**config.mk**
```make
export PLATFORM = sky130hd
export DESIGN_NAME = bus_brk_cmp
export DESIGN_NICKNAME = d
export VERILOG_FILES = /design/src/rtl/bbc_pkg.sv /design/src/rtl/bbc_regfile.sv /design/src/rtl/bbc_chan_cmp.sv /design/src/rtl/bus_brk_cmp.sv
export SDC_FILE = /design/constraint.sdc
export NUM_CORES = 1
export LEC_CHECK = 0
export ABC_CLOCK_PERIOD_IN_PS = 4400
export CORE_ASPECT_RATIO = 1.75
export CORE_MARGIN = 5
export CORE_UTILIZATION = 57
export CTS_CLUSTER_DIAMETER = 30
export DETAILED_ROUTE_END_ITERATION = 7
export GPL_TIMING_DRIVEN = 0
export HOLD_SLACK_MARGIN = 0.15
export PLACE_DENSITY = 0.88
export SYNTH_ARGS = -nofsm -noshare
export SYNTH_HDL_FRONTEND = slang
export SYNTH_SLANG_ARGS = --single-unit
```
**constraint.sdc**
```tcl
create_clock -name clk -period 4.4 [get_ports clk]
set_input_delay 1.1 -clock clk [delete_from_list [all_inputs] [get_ports clk]]
set_output_delay 1.1 -clock clk [all_outputs]
set_load 0.03 [all_outputs]
```
**src/rtl/bbc_pkg.sv**
```systemverilog
package bbc_pkg;
  localparam int BYTE_W = 8;
  localparam int ADDR_W = 2 * BYTE_W;
  localparam int SEL_W  = 3;
  localparam int N_CH   = 2;

  localparam logic [SEL_W-1:0] OFF_CTRL = 3'd0;
  localparam logic [SEL_W-1:0] OFF_DIR  = 3'd1;
  localparam logic [SEL_W-1:0] OFF_C0HI = 3'd2;
  localparam logic [SEL_W-1:0] OFF_C0LO = 3'd3;
  localparam logic [SEL_W-1:0] OFF_C1HI = 3'd4;
  localparam logic [SEL_W-1:0] OFF_C1LO = 3'd5;

  typedef struct packed {
    logic              dir_en;
    logic              dir_rd;
    logic              lo_en;
    logic [BYTE_W-1:0] hi;
    logic [BYTE_W-1:0] lo;
  } chan_cfg_t;
endpackage

```
**src/rtl/bbc_regfile.sv**
```systemverilog
module bbc_regfile
  import bbc_pkg::*;
(
  input  logic                   clk,
  input  logic                   rst_n,
  input  logic [SEL_W-1:0]       reg_sel,
  input  logic                   reg_wr,
  input  logic [BYTE_W-1:0]      reg_wdata,
  output logic [BYTE_W-1:0]      reg_rdata,
  output logic                   glob_en,
  output logic                   dual_mode,
  output chan_cfg_t [N_CH-1:0]   cfg
);
  logic [3:0]        ctrl_q;
  logic [3:0]        dir_q;
  logic [BYTE_W-1:0] hi_q [N_CH];
  logic [BYTE_W-1:0] lo_q [N_CH];

  always_ff @(posedge clk or negedge rst_n) begin
    if (!rst_n) begin
      ctrl_q <= '0;
      dir_q  <= '0;
      for (int i = 0; i < N_CH; i++) begin
        hi_q[i] <= '0;
        lo_q[i] <= '0;
      end
    end else if (reg_wr) begin
      case (reg_sel)
        OFF_CTRL: ctrl_q   <= reg_wdata[3:0];
        OFF_DIR:  dir_q    <= reg_wdata[3:0];
        OFF_C0HI: hi_q[0]  <= reg_wdata;
        OFF_C0LO: lo_q[0]  <= reg_wdata;
        OFF_C1HI: hi_q[1]  <= reg_wdata;
        OFF_C1LO: lo_q[1]  <= reg_wdata;
        default: ;
      endcase
    end
  end

  always_comb begin
    reg_rdata = '0;
    case (reg_sel)
      OFF_CTRL: reg_rdata[3:0] = ctrl_q;
      OFF_DIR:  reg_rdata[3:0] = dir_q;
      OFF_C0HI: reg_rdata      = hi_q[0];
      OFF_C0LO: reg_rdata      = lo_q[0];
      OFF_C1HI: reg_rdata      = hi_q[1];
      OFF_C1LO: reg_rdata      = lo_q[1];
      default:  reg_rdata      = '0;
    endcase
  end

  assign glob_en   = ctrl_q[0];
  assign dual_mode = ctrl_q[1];

  generate
    for (genvar c = 0; c < N_CH; c++) begin : g_cfg
      assign cfg[c].lo_en  = ctrl_q[2+c];
      assign cfg[c].dir_en = dir_q[2*c+1];
      assign cfg[c].dir_rd = dir_q[2*c];
      assign cfg[c].hi     = hi_q[c];
      assign cfg[c].lo     = lo_q[c];
    end
  endgenerate

  // a byte written to the channel 0 high offset is held there afterwards
  a_r10_hi_write: assert property (@(posedge clk) disable iff (!rst_n)
    (reg_wr && reg_sel == OFF_C0HI) |=> (hi_q[0] == $past(reg_wdata)));
  // unmapped offsets read zero
  a_r10_unmapped_zero: assert property (@(posedge clk) disable iff (!rst_n)
    (reg_sel > OFF_C1LO) |-> (reg_rdata == '0));
endmodule

```
**src/rtl/bbc_chan_cmp.sv**
```systemverilog
module bbc_chan_cmp
  import bbc_pkg::*;
(
  input  logic              clk,
  input  logic              rst_n,
  input  chan_cfg_t         cfg,
  input  logic              dir_apply,
  input  logic              allow,
  input  logic              bus_valid,
  input  logic [ADDR_W-1:0] bus_addr,
  input  logic              bus_read,
  output logic              match_q
);
  logic hi_eq, lo_ok, dir_ok, hit;

  always_comb begin
    hi_eq  = (bus_addr[ADDR_W-1:BYTE_W] == cfg.hi);
    lo_ok  = !cfg.lo_en || (bus_addr[BYTE_W-1:0] == cfg.lo);
    dir_ok = !(dir_apply && cfg.dir_en) || (bus_read == cfg.dir_rd);
    hit    = allow && bus_valid && hi_eq && lo_ok && dir_ok;
  end

  always_ff @(posedge clk or negedge rst_n) begin
    if (!rst_n) match_q <= 1'b0;
    else        match_q <= hit;
  end

  // no pulse after an invalid cycle
  a_r3_need_valid: assert property (@(posedge clk) disable iff (!rst_n)
    !bus_valid |=> !match_q);
  // no pulse after a high-byte mismatch
  a_r3_hi_mismatch: assert property (@(posedge clk) disable iff (!rst_n)
    (bus_addr[ADDR_W-1:BYTE_W] != cfg.hi) |=> !match_q);
  // gated-off channel stays quiet
  a_r2_gated: assert property (@(posedge clk) disable iff (!rst_n)
    !allow |=> !match_q);
  // low byte mismatch blocks when the low byte is in the compare
  a_r4_lo_mismatch: assert property (@(posedge clk) disable iff (!rst_n)
    (cfg.lo_en && bus_addr[BYTE_W-1:0] != cfg.lo) |=> !match_q);
  // wrong direction blocks when direction compare is active
  a_r6_wrong_dir: assert property (@(posedge clk) disable iff (!rst_n)
    (dir_apply && cfg.dir_en && bus_read != cfg.dir_rd) |=> !match_q);
endmodule

```
**src/rtl/bus_brk_cmp.sv**
```systemverilog
module bus_brk_cmp
  import bbc_pkg::*;
(
  input  logic              clk,
  input  logic              rst_n,
  input  logic [SEL_W-1:0]  reg_sel,
  input  logic              reg_wr,
  input  logic [BYTE_W-1:0] reg_wdata,
  output logic [BYTE_W-1:0] reg_rdata,
  input  logic              bus_valid,
  input  logic [ADDR_W-1:0] bus_addr,
  input  logic              bus_read,
  output logic              match0,
  output logic              match1
);
  logic                 glob_en, dual_mode;
  chan_cfg_t [N_CH-1:0] cfg;
  logic [N_CH-1:0]      match_v;

  bbc_regfile u_regs (
    .clk(clk), .rst_n(rst_n), .reg_sel(reg_sel), .reg_wr(reg_wr),
    .reg_wdata(reg_wdata), .reg_rdata(reg_rdata),
    .glob_en(glob_en), .dual_mode(dual_mode), .cfg(cfg)
  );

  generate
    for (genvar c = 0; c < N_CH; c++) begin : g_ch
      logic in_use;
      assign in_use = (c == 0) ? 1'b1 : dual_mode;
      bbc_chan_cmp u_cmp (
        .clk(clk), .rst_n(rst_n), .cfg(cfg[c]),
        .dir_apply(in_use), .allow(glob_en && in_use),
        .bus_valid(bus_valid), .bus_addr(bus_addr), .bus_read(bus_read),
        .match_q(match_v[c])
      );
    end
  endgenerate

  assign match0 = match_v[0];
  assign match1 = match_v[1];

  // full mode keeps channel 1 quiet
  a_r7_full_quiet: assert property (@(posedge clk) disable iff (!rst_n)
    !dual_mode |=> !match1);
  // global disable silences both outputs
  a_r2_both_off: assert property (@(posedge clk) disable iff (!rst_n)
    !glob_en |=> (!match0 && !match1));
endmodule

```
==> out/qor_table.md, run 1 <==
| Step | Item | Reported |
|:---|:---|:---|
| job | MaxCap Viol Count | 0 |
| synth | Post-synthesis average cell area | 12.5 µm² |
| synth | Fraction of synthesized cell area in xor and xnor cells | 12.4% |
| sta | Final total negative setup slack | 0 ps |
| synth | Post-synthesis register bit count | 42 |
| placed design | Cell area reported after detailed placement | 2850 µm² |
| sta | Final-report hold violation count | 0 |
| clock tree | Hold Buf Count CTS | 0 |
| synth | Simple-Gate Fraction of Synth Area | 10.3% |
| setup path | Worst Setup Path Type | in -> out |
| clock tree | Num Clock Sinks | 42 |
| clock tree | TritonCTS clock tree | done |
| sta | Final worst clock skew | 7.24 ps |
| setup path | Source of the critical timing path | reg_sel[0] |
| drt | Number of violations reported at the end of detailed-routing iteration 0 | 76 |
| setup path | Kind of end point of the critical path | output port |
| placed design | Post-detailed-placement half-perimeter wirelength | 4300 µm |
| setup path | WP data required | 3300 ps |
| hold path | Worst hold path class | reg -> reg |
| synth | Synthesized area | 2390 µm² |
| sta | Final clock period utilization by the worst path | 87.8% |
| drt | Per-cell via count in the routed design | 5.92 |
| drt | Number of optimization iterations in the first detailed-route pass | 4 |
| power | Total Power Consumption | 1.14 mW |
| setup path | Nature of the critical path startpoint | input port |
| outcome | Status | complete, no violations |
| global route | Maximum number of pins on one net before global-route repair | 27 |
| synth | Fraction of the yosys area taken by sequential cells | 43.9% |
| synth | Post-Syn Nets | 224 |
| final layout | Final instance area | 2940 µm² |
| drt | Routed wire length | 5640 µm |
| sta | Shortest clock period the worst path allows after layout | 3860 ps |
| final layout | Net count reported at finish | 270 |
| clock tree | Depth of the CTS H-tree | 2 |
| drt | Number of routed nets with antenna violations | 0 |
| synth | Synthesized netlist cell count | 192 |
| sta | Finish-stage setup viols | 0 |
| floorplanning | Initial cell density of the core | 58.2% |
| clock tree | Buffer count from post-CTS setup fixing | 0 |
| floorplanning | Die extent in x | 59.0 µm |
| synth | Dominant synthesized flop cell | sky130_fd_sc_hd__dfrtp_1 |
| synth | Share of Yosys cell area claimed by the top area cell type | 43.9% |
| final layout | Post-Route Utilization | 71.6% |
| sta | Worst hold slack | 533 ps |
| synth | Fraction of the mapped netlist area in adder cells | 0% |
| hold path | Min-Delay Startpoint | u_regs.ctrl_q[2] |
| synth | Count of flip-flops with a built-in enable after synthesis | 0 |
| setup path | Worst EP arrival | 2760 ps |
| power | Leakage | 1.21 nW |
| clock tree | Clock buffer count from CTS | 5 |
| sta | Max Clk Rate | 0.259 GHz |
| setup path | Top Family by Delay on Critical Path | buffers and inverters |
| setup path | Cell chain of the critical path | buf_4 > buf_4 > buf_2 > a31oi_1 > o22ai_1 > clkdlybuf4s50_1 |
| sta | Least-Margin Pin Slew | 424 ps |
| power | Cell Pwr Density | 386 nW/µm² |
| synth | Leading cell types by total area after synthesis | sky130_fd_sc_hd__dfrtp_1 44%, sky130_fd_sc_hd__mux2_2 20%, sky130_fd_sc_hd__xnor2_1 7.7% |
| sta | Setup repair after global routing missed its margin | false |
| setup path | Largest fanout on the critical path | 10 |
| power | Worst ir drop on vdd | 358 µV |
| setup path | Cell with the largest stage delay on the worst path | sky130_fd_sc_hd__clkdlybuf4s50_1 |
| clock tree | CTS clock-pin slew for the worst setup and hold paths | 80 ps |
| floorplanning | Number of cell rows | 31 |
| synth | Post-synthesis mux area share | 23.5% |
| clock tree | Max clock buf depth | 2 |
| drt | Per-cell routed wire length | 19.6 µm |
| placed design | Routability-driven placement congestion ratio | 0.865 |
| floorplanning | Num ports | 42 |
| setup path | CP most frequent cell | sky130_fd_sc_hd__buf_4 |
| floorplanning | Die Footprint | 5650 µm² |
| clock tree | Insertion delay to the later sink of the worst-skew pair | 290 ps |
| final layout | Antenna diodes | 0 |
| synth | Cell taking the most area after synthesis | sky130_fd_sc_hd__dfrtp_1 |
| synth | Share of the synthesized area in compound gates (AO/OA/AOI/OAI) | 6.90% |
| global route | Global-route total usage across every layer | 22.5% |
| drt | Count of vias placed by the detailed router | 1,704 |
| sta | Worst slew margin relative to its limit | 71.7% |
| synth | Number of distinct library cell variants in the gate-level netlist after synthesis | 34 |
| setup path | CP bufs+invs | 4 |
| final layout | Area overhead of the layout relative to synthesis | 22.9% |
| global route | Overflow after GRT | 0 |
| global route | Initial antenna violation count | 0 |
| clock tree | Number of gates resized after cts | 0 |
| global route | Via count of the first global-routing pass | 1,879 |
| setup path | Biggest cell delay along the critical path | 690 ps |
| placed design | Port Buffer Count | 38 |
| sta | Pins over their slew limit | 0 |
| synth | Share of flip-flops with an asynchronous set or reset after synthesis | 100% |
| setup path | Critical register-to-register path startpoint | u_regs.cfg[6] |
| synth | Warnings, synthesis | 0 |
| floorplanning | Placeable Area | 4110 µm² |
| drt | Drt drc | 0 |
| final layout | Share of layout cells above drive strength 1 | 28.9% |
| global route | First-pass GRT wire length | 9250 µm |
| clock tree | Root Driver | sky130_fd_sc_hd__clkbuf_8 |
| synth | Combinational family with the most area after synthesis | multiplexers |
| floorplanning | Vertical extent of the die | 95.7 µm |
-- layout by cell type (no fill, tap or decap), types with 3 or more instances in the layout --
cell | netlist | routed
sky130_fd_sc_hd__a21oi_1 | 5 | 5
sky130_fd_sc_hd__a22oi_1 | 5 | 5
sky130_fd_sc_hd__a31oi_1 | 3 | 3
sky130_fd_sc_hd__buf_2 | 5 | 6
sky130_fd_sc_hd__buf_4 | 3 | 3
sky130_fd_sc_hd__clkbuf_8 | 0 | 6
sky130_fd_sc_hd__clkdlybuf4s50_1 | 0 | 37
sky130_fd_sc_hd__dfrtp_1 | 42 | 42
sky130_fd_sc_hd__mux2_2 | 42 | 42
sky130_fd_sc_hd__mux2i_1 | 9 | 9
sky130_fd_sc_hd__nand4_1 | 6 | 6
sky130_fd_sc_hd__nor2_1 | 5 | 5
sky130_fd_sc_hd__nor4_1 | 3 | 3
sky130_fd_sc_hd__o22ai_1 | 5 | 5
sky130_fd_sc_hd__xnor2_1 | 21 | 21
sky130_fd_sc_hd__xor2_1 | 13 | 13
-- worst paths after layout --
kind / to / slack [ps] / cells past startpoint
hold / removal: g_ch[0].u_cmp.match_q / 530 / 1
min in group asynchronous: u_regs.cfg[3] / 720 / 1
setup reg to reg: g_ch[0].u_cmp.match_q / 2860 / 4
hold reg to reg: g_ch[0].u_cmp.match_q / 530 / 1
setup / recovery: reg_rdata[1] / 540 / 6
max in group asynchronous: u_regs.dir_q[1] / 3190 / 2
-- power breakdown --
group / internal, mW / switching [mW] / leakage [nW]
combinational: 0.189 / 0.147 / 0.658
clock: 0.127 / 0.127 / 0.0482
sequential: 0.467 / 0.0782 / 0.508
total: 0.783 / 0.353 / 1.21
-- stage by stage --
step | cells | setup WS [ps]
final | 288 | 536
after global routing | 288 | 408
after CTS | 288 | 525
after detailed placement | 280 | 536
after global placement | 279 | 542
after floorplan | 192 | 1050
-- routing by layer --
metal / GRT usage (%) / up-vias / wire, µm
met4: 8.13 / 0 / 210
met1: 24.9 / 839 / 2030
met3: 4.03 / 15 / 276
met5: 0 / - / 0
met2: 41.6 / 52 / 3120
li1: - / 798 / -
-- synthesized netlist by cell type (2+ instances only) --
cell type / instances
sky130_fd_sc_hd__a22oi_1: 5
sky130_fd_sc_hd__buf_6: 2
sky130_fd_sc_hd__buf_2: 5
sky130_fd_sc_hd__mux2_2: 42
sky130_fd_sc_hd__nand4_1: 6
sky130_fd_sc_hd__dfrtp_1: 42
sky130_fd_sc_hd__o22ai_1: 5
sky130_fd_sc_hd__nand2b_1: 2
sky130_fd_sc_hd__mux2i_1: 9
sky130_fd_sc_hd__nor4_1: 3
sky130_fd_sc_hd__a221oi_1: 2
sky130_fd_sc_hd__a31oi_1: 3
sky130_fd_sc_hd__nor2_1: 5
sky130_fd_sc_hd__nand2_1: 2
sky130_fd_sc_hd__xor2_1: 13
sky130_fd_sc_hd__a21oi_1: 5
sky130_fd_sc_hd__xnor2_1: 21
sky130_fd_sc_hd__nor2b_1: 2
sky130_fd_sc_hd__buf_4: 3
-- worst reg2reg max path: stages, from the launching register on --
cell and delay, ps:
sky130_fd_sc_hd__dfrtp_1 400, sky130_fd_sc_hd__xor2_1 180, sky130_fd_sc_hd__nor4_1 340, sky130_fd_sc_hd__nand2_1 120
sky130_fd_sc_hd__a2111oi_2 390
-- flip-flops by register name, indices dropped and copies added (netlist names) --
register and flops:
g_ch.u_cmp.match_q 2, u_regs.ctrl_q 4, u_regs.cfg 32, u_regs.dir_q 4
-- layout make-up --
| type | instances | area [µm²] |
|---|---|---|
| multi-input combinational | 140 | 1270 |
| fill | 322 | 1170 |
| sequential | 42 | 1050 |
| timing repair buffer | 39 | 395 |
| clock buffer | 7 | 86.3 |
| buffer | 10 | 70.1 |
| tap | 49 | 61.3 |
| clock inverter | 1 | 5.00 |
-- cells by family (layout without fill, tap and decap cells) --
logic type	after synthesis	in the layout
XOR/XNOR	34	34
buffers and inverters	10	57
flip-flops	42	42
AO/OA/AOI/OAI	24	24
AND/OR/NAND/NOR	31	31
multiplexers	51	51
Note: power is estimated with default switching activity, not from simulation.
==> run 2: changes to the inputs <==
Settings changed: CORE_MARGIN 5 to 10.
==> out/qor_table.md, run 2 (synthesized netlist as in run 1, its figures left out) <==
| Step | Item | Reported | vs previous |
|:---|:---|:---|:---|
| drt | Routed wire length on met2 | 3240 µm | was 3120 µm |
| sta | Finish-stage setup viols | 0 | unchanged |
| global route | Global-route total usage across every layer | 17.0% | was 22.5% |
| setup path | Source of the critical timing path | reg_sel[0] | unchanged |
| power | Leakage | 1.22 nW | was 1.21 nW |
| drt | Routed wire length | 5870 µm | was 5640 µm |
| final layout | Max reg flops | 32 | unchanged |
| power | Worst ir drop on vdd | 308 µV | was 358 µV |
| final layout | Post-Route Utilization | 72.0% | was 71.6% |
| drt | Met1 wire length | 2120 µm | was 2030 µm |
| drt | Count of vias placed by the detailed router | 1,708 | was 1,704 |
| global route | Initial antenna violation count | 0 | unchanged |
| sta | Final-report hold violation count | 0 | unchanged |
| sta | Setup repair after global routing missed its margin | false | unchanged |
| setup path | Reg-to-reg critical path endpoint | g_ch[0].u_cmp.match_q | unchanged |
| clock tree | Insertion delay to the later sink of the worst-skew pair | 300 ps | was 290 ps |
| clock tree | TritonCTS clock tree | done | unchanged |
| clock tree | Max clock buf depth | 2 | unchanged |
| setup path | Nature of the critical path startpoint | input port | unchanged |
| clock tree | Hold Buf Count CTS | 0 | unchanged |
| sta | Final clock period utilization by the worst path | 88.1% | was 87.8% |
| global route | First-pass GRT wire length | 9450 µm | was 9250 µm |
| floorplanning | Vertical extent of the die | 106 µm | was 95.7 µm |
| outcome | Status | complete, no violations | unchanged |
| sta | Least-Margin Pin Slew | 386 ps | was 424 ps |
| job | MaxCap Viol Count | 0 | unchanged |
| floorplanning | Number of cell rows | 31 | unchanged |
| setup path | Worst EP arrival | 2780 ps | was 2760 ps |
| sta | Shortest clock period the worst path allows after layout | 3880 ps | was 3860 ps |
| drt | Per-cell via count in the routed design | 5.93 | was 5.92 |
| floorplanning | Num ports | 42 | unchanged |
| clock tree | Num Clock Sinks | 42 | unchanged |
| clock tree | CTS clock-pin slew for the worst setup and hold paths | 80 ps | about the same |
| floorplanning | Placeable Area | 4110 µm² | unchanged |
| clock tree | Clock buffer count from CTS | 5 | unchanged |
| global route | Overflow after GRT | 0 | unchanged |
| setup path | WP data required | 3300 ps | about the same |
| setup path | Reg2reg setup slack | 2830 ps | was 2860 ps |
| floorplanning | Die Footprint | 7300 µm² | was 5650 µm² |
| final layout | Area overhead of the layout relative to synthesis | 23.6% | was 22.9% |
| setup path | Number of cells on the worst reg-to-reg path | 4 | unchanged |
| clock tree | Root Driver | sky130_fd_sc_hd__clkbuf_8 | unchanged |
| drt | Max Used Layer | met4 | unchanged |
| setup path | Critical register-to-register path startpoint | u_regs.cfg[6] | unchanged |
| final layout | Antenna diodes | 0 | unchanged |
| sta | Max Clk Rate | 0.258 GHz | was 0.259 GHz |
| floorplanning | Initial cell density of the core | 58.2% | unchanged |
| floorplanning | Die extent in x | 69.0 µm | was 59.0 µm |
| final layout | Share of layout cells above drive strength 1 | 29.3% | was 28.9% |
| setup path | Largest fanout on the critical path | 10 | unchanged |
| drt | Number of violations reported at the end of detailed-routing iteration 0 | 61 | was 76 |
| drt | Drt drc | 0 | unchanged |
| hold path | Worst hold path class | reg -> reg | unchanged |
| setup path | Critical path destination | reg_rdata[1] | unchanged |
| setup path | Kind of end point of the critical path | output port | unchanged |
| power | Cell Pwr Density | 401 nW/µm² | was 386 nW/µm² |
| drt | Number of optimization iterations in the first detailed-route pass | 4 | unchanged |
| global route | Via count of the first global-routing pass | 1,938 | was 1,879 |
| clock tree | Number of gates resized after cts | 0 | unchanged |
| drt | Number of routed nets with antenna violations | 0 | unchanged |
| drt | WL met3 | 305 µm | was 276 µm |
| sta | Final worst clock skew | 1.81 ps | was 7.24 ps |
| global route | Maximum number of pins on one net before global-route repair | 43 | was 27 |
| clock tree | Buffer count from post-CTS setup fixing | 0 | unchanged |
| placed design | Port Buffer Count | 38 | unchanged |
| sta | Final total negative setup slack | 0 ps | unchanged |
| placed design | Routability-driven placement congestion ratio | 0.865 | about the same |
| setup path | Worst Setup Path Type | in -> out | unchanged |
| power | Total Power Consumption | 1.19 mW | was 1.14 mW |
| final layout | Commonest non-fill, non-tap cells in the layout | 42 x sky130_fd_sc_hd__mux2_2, 42 x sky130_fd_sc_hd__dfrtp_1, 37 x sky130_fd_sc_hd__clkdlybuf4s50_1 | unchanged |
| sta | Pins over their slew limit | 0 | unchanged |
| placed design | Post-detailed-placement half-perimeter wirelength | 4470 µm | was 4300 µm |
| drt | Per-cell routed wire length | 20.4 µm | was 19.6 µm |
| clock tree | Depth of the CTS H-tree | 2 | unchanged |
| final layout | Net count reported at finish | 270 | unchanged |
| sta | Worst slew margin relative to its limit | 74.1% | was 71.7% |
## run 2: area by class of cell
| class | count | area (µm²) |
|---|---|---|
| Clock inverter | 3 | 40.0 |
| Timing Repair Buffer | 39 | 395 |
| Buffer | 10 | 70.1 |
| Multi-Input combinational cell | 140 | 1270 |
| Clock buffer | 5 | 68.8 |
| Fill cell | 308 | 1150 |
| Tap cell | 49 | 61.3 |
| Sequential cell | 42 | 1050 |
## run 2: per-stage QoR
step | worst slack (ps) | std cells | hold slack, ps | instance area, µm²
3_5_place_dp | 528 | 280 | 492 | 2850
5_1_grt | 415 | 288 | 527 | 2960
3_3_place_gp | 538 | 279 | 489 | 2840
2_1_floorplan | 1050 | 192 | 453 | 2390
6_report | 522 | 288 | 507 | 2960
4_1_cts | 521 | 288 | 502 | 2960
## run 2: layer usage
| layer | up-vias | GRT usage, % |
|---|---|---|
| met2 | 60 | 30.5 |
| li1 | 795 | - |
| met3 | 21 | 3.18 |
| met1 | 832 | 18.0 |
| met4 | 0 | 7.37 |
| met5 | - | 0 |
## run 2: report_power, final
group	switching [mW]	total, mW	internal (mW)
combinational	0.148	0.337	0.189
clock	0.137	0.304	0.167
sequential	0.0787	0.546	0.467
## run 2: how the worst min path moves through the flow
| stage | startpoint | to | slack (ps) | cells after the start |
|---|---|---|---|---|
| 4_1_cts | u_regs.ctrl_q[2] | g_ch[0].u_cmp.match_q | 500 | 1 |
| 6_report | u_regs.ctrl_q[2] | g_ch[0].u_cmp.match_q | 510 | 1 |
| 5_1_grt | u_regs.ctrl_q[2] | g_ch[0].u_cmp.match_q | 530 | 1 |
| 3_5_place_dp | u_regs.ctrl_q[2] | g_ch[0].u_cmp.match_q | 490 | 1 |
| 2_1_floorplan | u_regs.ctrl_q[2] | g_ch[0].u_cmp.match_q | 450 | 1 |
| 3_3_place_gp | u_regs.ctrl_q[2] | g_ch[0].u_cmp.match_q | 490 | 1 |
## run 2: worst max-delay path, stage by stage
cell	delay [ps]
sky130_fd_sc_hd__buf_4	190
sky130_fd_sc_hd__buf_4	240
sky130_fd_sc_hd__buf_2	270
sky130_fd_sc_hd__a31oi_1	110
sky130_fd_sc_hd__o22ai_1	170
sky130_fd_sc_hd__clkdlybuf4s50_1	700
